==> config.mk <==
export PLATFORM = sky130hd
export DESIGN_NAME = masked_sad_quad
export DESIGN_NICKNAME = d
export VERILOG_FILES = /design/src/rtl/msad_pkg.sv /design/src/rtl/msad_window.sv /design/src/rtl/msad_lane.sv /design/src/rtl/masked_sad_quad.sv
export SDC_FILE = /design/constraint.sdc
export NUM_CORES = 1
export LEC_CHECK = 0
export BUFFER_PORTS_ARGS = -buffer_cell sky130_fd_sc_hd__buf_4
export CORE_ASPECT_RATIO = 0.5
export CORE_MARGIN = 4
export CORE_UTILIZATION = 50
export DETAILED_ROUTE_END_ITERATION = 8
export GPL_TIMING_DRIVEN = 0
export PLACE_DENSITY = 0.79
export SYNTH_ARGS = -nofsm -noshare
export SYNTH_HDL_FRONTEND = slang
export SYNTH_SLANG_ARGS = --single-unit
==> constraint.sdc <==
create_clock -name clk -period 9.2 [get_ports clk]
set_clock_uncertainty 0.15 [all_clocks]
set_input_delay 1.38 -clock clk [delete_from_list [all_inputs] [get_ports clk]]
set_output_delay 1.38 -clock clk [all_outputs]
set_load 0.05 [all_outputs]
==> src/rtl/msad_pkg.sv <==
package msad_pkg;
  function automatic logic [7:0] byte_absdiff(input logic [7:0] a, input logic [7:0] b);
    return (a >= b) ? (a - b) : (b - a);
  endfunction
endpackage

==> src/rtl/msad_window.sv <==
module msad_window #(
  parameter int NB = 4,
  parameter int BW = 8,
  localparam int WW = NB * BW
) (
  input  logic [WW-1:0]    src_lo,
  input  logic [WW-1:0]    src_hi,
  output logic [NB*WW-1:0] windows
);
  for (genvar k = 0; k < NB; k++) begin : g_win
    if (k == 0) begin : g_base
      assign windows[WW-1:0] = src_lo;
    end else begin : g_shift
      assign windows[k*WW +: WW] = {src_hi[k*BW-1:0], src_lo[WW-1:k*BW]};
    end
  end
endmodule

==> src/rtl/msad_lane.sv <==
module msad_lane #(
  parameter int NB = 4,
  parameter int BW = 8,
  parameter int AW = 32,
  localparam int WW = NB * BW,
  localparam int SW = AW + $clog2(NB) + 1
) (
  input  logic [WW-1:0] ref_word,
  input  logic [WW-1:0] win_word,
  input  logic [AW-1:0] acc_lane,
  input  logic          sat_mode,
  output logic [AW-1:0] lane_out
);
  import msad_pkg::*;

  logic [NB*BW-1:0] diffs;
  logic [SW-1:0]    total;

  for (genvar i = 0; i < NB; i++) begin : g_byte
    logic [BW-1:0] r_b, w_b;
    assign r_b = ref_word[i*BW +: BW];
    assign w_b = win_word[i*BW +: BW];
    assign diffs[i*BW +: BW] = (r_b == '0) ? '0 : byte_absdiff(r_b, w_b);
  end

  always_comb begin
    total = SW'(acc_lane);
    for (int i = 0; i < NB; i++) begin
      total = total + SW'(diffs[i*BW +: BW]);
    end
  end

  always_comb begin
    if (sat_mode && (|total[SW-1:AW])) lane_out = '1;
    else                               lane_out = total[AW-1:0];
  end
endmodule

==> src/rtl/masked_sad_quad.sv <==
module masked_sad_quad #(
  parameter int NB = 4,
  parameter int BW = 8,
  parameter int AW = 32,
  localparam int WW = NB * BW
) (
  input  logic             clk,
  input  logic             rst,
  input  logic             in_valid,
  input  logic             sat_mode,
  input  logic [WW-1:0]    ref_word,
  input  logic [WW-1:0]    src_lo,
  input  logic [WW-1:0]    src_hi,
  input  logic [NB*AW-1:0] acc_in,
  output logic             out_valid,
  output logic [NB*AW-1:0] result
);
  logic [NB*WW-1:0] windows;
  logic [NB*AW-1:0] lane_sums;

  msad_window #(.NB(NB), .BW(BW)) win_i (
    .src_lo(src_lo), .src_hi(src_hi), .windows(windows)
  );

  for (genvar k = 0; k < NB; k++) begin : g_lane
    msad_lane #(.NB(NB), .BW(BW), .AW(AW)) lane_i (
      .ref_word(ref_word),
      .win_word(windows[k*WW +: WW]),
      .acc_lane(acc_in[k*AW +: AW]),
      .sat_mode(sat_mode),
      .lane_out(lane_sums[k*AW +: AW])
    );
  end

  always_ff @(posedge clk) begin
    if (rst) begin
      out_valid <= 1'b0;
      result    <= '0;
    end else begin
      out_valid <= in_valid;
      if (in_valid) result <= lane_sums;
    end
  end
endmodule

==> results.txt <==
The flow ran to the end, and the final reports show no timing, DRC or antenna violations. The first global-routing pass estimated 132000 microns of wire. For this run, the number of Yosys warnings is 0. Along the worst hold path, the cell count comes to 2. Overall power consumption after layout is estimated at 7.47 mW. The row count came out at 55. On the final layout, the worst hold slack is 0.334 ns. Startpoint of the most critical setup path: ref_word[0].

Of the total power, the clock network draws 9.3%. The detailed router finished its first iteration with 2239 violations. The tightest slew margin relative to the limit is 34.2%, and the depth of the worst register-to-register path is 2.

Detailed placement finished with a half-perimeter wire length of 72600 microns. In this run the power spent charging and discharging nets is 3.99 mW. In this run, the combinational gates consume 80.7% of the power.

The H-tree was split into 4 levels. Yosys mapped a number of flops with a built-in enable equal to 0. STA puts the critical path data arrival time at 9.13 ns. The clock net sink count came out at 129. After synthesis, flip-flops and latches occupy 11.0% of the total area.

The mapped netlist covers 23400 sq um. Routed length per instance: 22.0 microns. Initial antenna violation count: 9. Summed over its instances, the top area cell type makes up 16.9% of the synthesized netlist area. Of the available clock period, the critical path in the final layout requires 97.8%. TritonCTS built the clock tree. After synthesis, the cell types taking the most area are sky130_fd_sc_hd__ha_1 17%, sky130_fd_sc_hd__dfxtp_1 11%, sky130_fd_sc_hd__fa_1 8.6%. The run gives 3999 as the number of nets in the final layout. The share of total power dissipated in sequential elements is 10.0%.

In this run, post-CTS hold repair placed 0 buffers. The switching power as a share of total power came out at 53.4%. In the global route stage, overall resource usage came out at 33.2%. Cell internal power was estimated by the tool at 3.48 mW. The worst setup path is captured at a flop.

Timing analysis after detailed placement gives a worst setup slack of -0.984 ns. The number of hold-slack violations in the final timing report was 0. The floorplan step defined a die boundary enclosing 50500 sq um. The master of the slowest instance on the critical path is sky130_fd_sc_hd__or4_1.

The startpoint identified for the worst register-to-register timing path is result[9]. Slew at the pin closest to its max-slew limit: 0.982 ns. Routability-driven placement finished with a final weighted congestion of 1.02. The count of final max-slew check failures was 0; the worst-case vdd ir drop was 270 uV. The synthesized design contains 129 register bits. The tools report the number of distinct library cells after synthesis as 87. Critical register-to-register path endpoint: result[9].

After detailed routing, the number of remaining DRC violations is 0. Compared with the post-synthesis result, the final layout area differs by 18.1%. Counting the fill cells in the layout gives 4139. Of the cells placed in the final design, the portion with a size suffix greater than 1 is 16.9%. Chip height: 161 microns. The biggest area contributor in the post-synthesis netlist is sky130_fd_sc_hd__ha_1.

Along the worst path, the maximum fanout reaches 7. The worst setup path is of the primary input to flop kind. The via count of the first global-routing pass was 22500. The net count after synthesis came out at 3635. The required time of the critical path is 9.33 ns, and the routed via count divided by cell count is 6.02.

Synthesis produced a netlist whose cell count is 2991. The tool flagged a number of max-cap violations equal to 0. The logs give 8.25 ns for the reg2reg setup slack and 0.111 GHz for the highest clock rate. The category of the worst setup path launch point is a primary input. Most frequently used flop master after synthesis: sky130_fd_sc_hd__dfxtp_1. Buffers inserted during clock tree synthesis total 17.

The die boundary width came out at 314 microns. Setup violations remaining at the end of the flow were counted as 0. Across all setup checks in the final design, the least slack found is 0.203 ns. The tools report the clock root buffer master as sky130_fd_sc_hd__clkbuf_16. The critical path ends at result[30]. On the worst path, the slowest cell contributes a delay of 0.58 ns. The mean instance size in the synthesized netlist is 7.82 sq um. For the final global-route overflow total, the log shows 0. The library cells used most frequently in the layout, excluding fill and tap cells, are 352 x sky130_fd_sc_hd__nor2_1, 351 x sky130_fd_sc_hd__buf_4, 315 x sky130_fd_sc_hd__ha_1, 290 x sky130_fd_sc_hd__inv_1, 198 x sky130_fd_sc_hd__nand2_1. The routed layout has 24100 vias.

Once detail routing completed, the nets flagged for antenna violations numbered 0. Entering global routing, the biggest net connects 17 pins. After synthesis, the share of flip-flops with an asynchronous set or reset is 0%.

Leaving out fill and tap cells, the most frequent cell in the layout is sky130_fd_sc_hd__nor2_1. The area of the core is 45700 sq um, and the post-CTS clock slew at the launch and capture registers of the worst setup and hold paths is 0.06 ns. The aggregate routed wire length is 87900 microns.

The maximum number of buffers from clock root to sink is 2. For this configuration, the core starts out at a cell density of 51.2%. For this design the top-level I/O count stands at 357. Dividing total power by cell area gives a power density of 271 nW/um^2. In the final timing run, aggregate negative setup slack is 0 ns. The first detailed-routing pass took 6 iterations. Leakage power of the design: 12.6 nW. The total of buffers placed on input and output ports is 335, and the clock latency on the worst-skew pair is 0.43 ns. After layout, the minimum clock period comes to 9.00 ns. The path class of the tightest hold or removal check is flop to flop.
## metal layers
| metal | track usage [%] | share of wire, % | vias to the layer above |
|---|---|---|---|
| li1 | - | - | 11300 |
| met1 | 44.2 | 41 | 11300 |
| met2 | 50.3 | 42 | 1286 |
| met3 | 8.43 | 11 | 276 |
| met4 | 16.0 | 5.3 | 0 |
| met5 | 0 | 0 | - |
## power groups by stage
| stage | combinational (mW) | sequential, mW | clock (mW) |
|---|---|---|---|
| final | 6.03 | 0.747 | 0.696 |
| after floorplan | 3.87 | 1.11 | 0 |
| after detailed placement | 5.74 | 0.753 | 0 |
| after global routing | 6.58 | 0.755 | 0.722 |
| after global placement | 5.61 | 0.755 | 0 |
| after CTS | 5.80 | 0.745 | 0.699 |
## critical path: cells and delay by family
| family | cells | cell delay [ns] |
|---|---|---|
| AO/OA/AOI/OAI | 10 | 2.53 |
| XOR/XNOR | 3 | 0.49 |
| adder cells (fa/ha/maj) | 6 | 2.19 |
| buffers and inverters | 6 | 0.63 |
| multiplexers | 1 | 0.30 |
| AND/OR/NAND/NOR | 7 | 1.61 |
## worst min-delay path by stage
stage	start	endpoint	slack (ns)
after CTS	result[95]	result[95]	0.33
after detailed placement	result[95]	result[95]	0.32
after floorplan	result[26]	result[26]	0.54
after global placement	result[26]	result[26]	0.32
final	result[95]	result[95]	0.33
after global routing	result[119]	result[119]	0.36
## registers in the layout (all words and copies together), names as in the netlist
name and count:
out_valid 1, result 128
## cell type report
| cell class | instances | area [sq um] | area share [%] |
|---|---|---|---|
| flip-flops and latches | 129 | 2580 | 9.36 |
| inverters | 293 | 1110 | 4.03 |
| clock buffers | 21 | 450 | 1.63 |
| plain buffers | 114 | 508 | 1.84 |
| repair buffers | 347 | 2610 | 9.44 |
| clock inverters | 10 | 136 | 0.494 |
| well taps | 627 | 785 | 2.84 |
| diodes | 10 | 25.0 | 0.0907 |
| multi-input cells | 2453 | 19400 | 70.3 |
## through the flow
stage | std cells | utilization [%] | instance area, sq um
2_1_floorplan | 2991 | - | 23400
3_3_place_gp | 3953 | 58.4 | 26700
3_5_place_dp | 3953 | 58.4 | 26700
4_1_cts | 3984 | 59.8 | 27300
5_1_grt | 4003 | 60.4 | 27600
6_report | 4004 | 60.4 | 27600
## kinds of logic (layout without fill, tap and decap cells)
family	after synthesis	after routing	share of synthesized area (%)
AND/OR/NAND/NOR	904	904	18.6
AO/OA/AOI/OAI	712	712	21.4
adder cells (fa/ha/maj)	417	417	25.5
buffers and inverters	409	785	6.78
XOR/XNOR	294	294	11.0
flip-flops	129	129	11.0
multiplexers	126	126	5.67
other	0	10	0
## timing repair
action / in CTS / in global routing
hold endpoints to repair: 0 / 0
gates resized for setup: 15 / 42
pin swaps: 1 / 6
setup endpoints to repair: 94 / 128
setup buffers: 1 / 11
## cell usage after synthesis (21+ instances only)
master                     number
sky130_fd_sc_hd__nand2_1      198
sky130_fd_sc_hd__o21bai_1      28
sky130_fd_sc_hd__o21ai_0       87
sky130_fd_sc_hd__a21o_1        54
sky130_fd_sc_hd__nand4_1       45
sky130_fd_sc_hd__dfxtp_1      129
sky130_fd_sc_hd__nor3_1        36
sky130_fd_sc_hd__or2_2         25
sky130_fd_sc_hd__fa_1         100
sky130_fd_sc_hd__xor2_1       126
sky130_fd_sc_hd__o211ai_1      22
sky130_fd_sc_hd__nor2_1       355
sky130_fd_sc_hd__a21oi_1      187
sky130_fd_sc_hd__and4_1        21
sky130_fd_sc_hd__a211oi_2      32
sky130_fd_sc_hd__o21a_1        28
sky130_fd_sc_hd__mux2i_1       74
sky130_fd_sc_hd__nand3_1       64
sky130_fd_sc_hd__and3_1        28
sky130_fd_sc_hd__a211oi_1     121
sky130_fd_sc_hd__xnor2_1      168
sky130_fd_sc_hd__clkbuf_1      88
sky130_fd_sc_hd__nor4_1        22
sky130_fd_sc_hd__mux2_2        52
sky130_fd_sc_hd__inv_1        293
sky130_fd_sc_hd__and2_1        22
sky130_fd_sc_hd__ha_1         316
No activity file was read; power rests on OpenSTA's default activity.
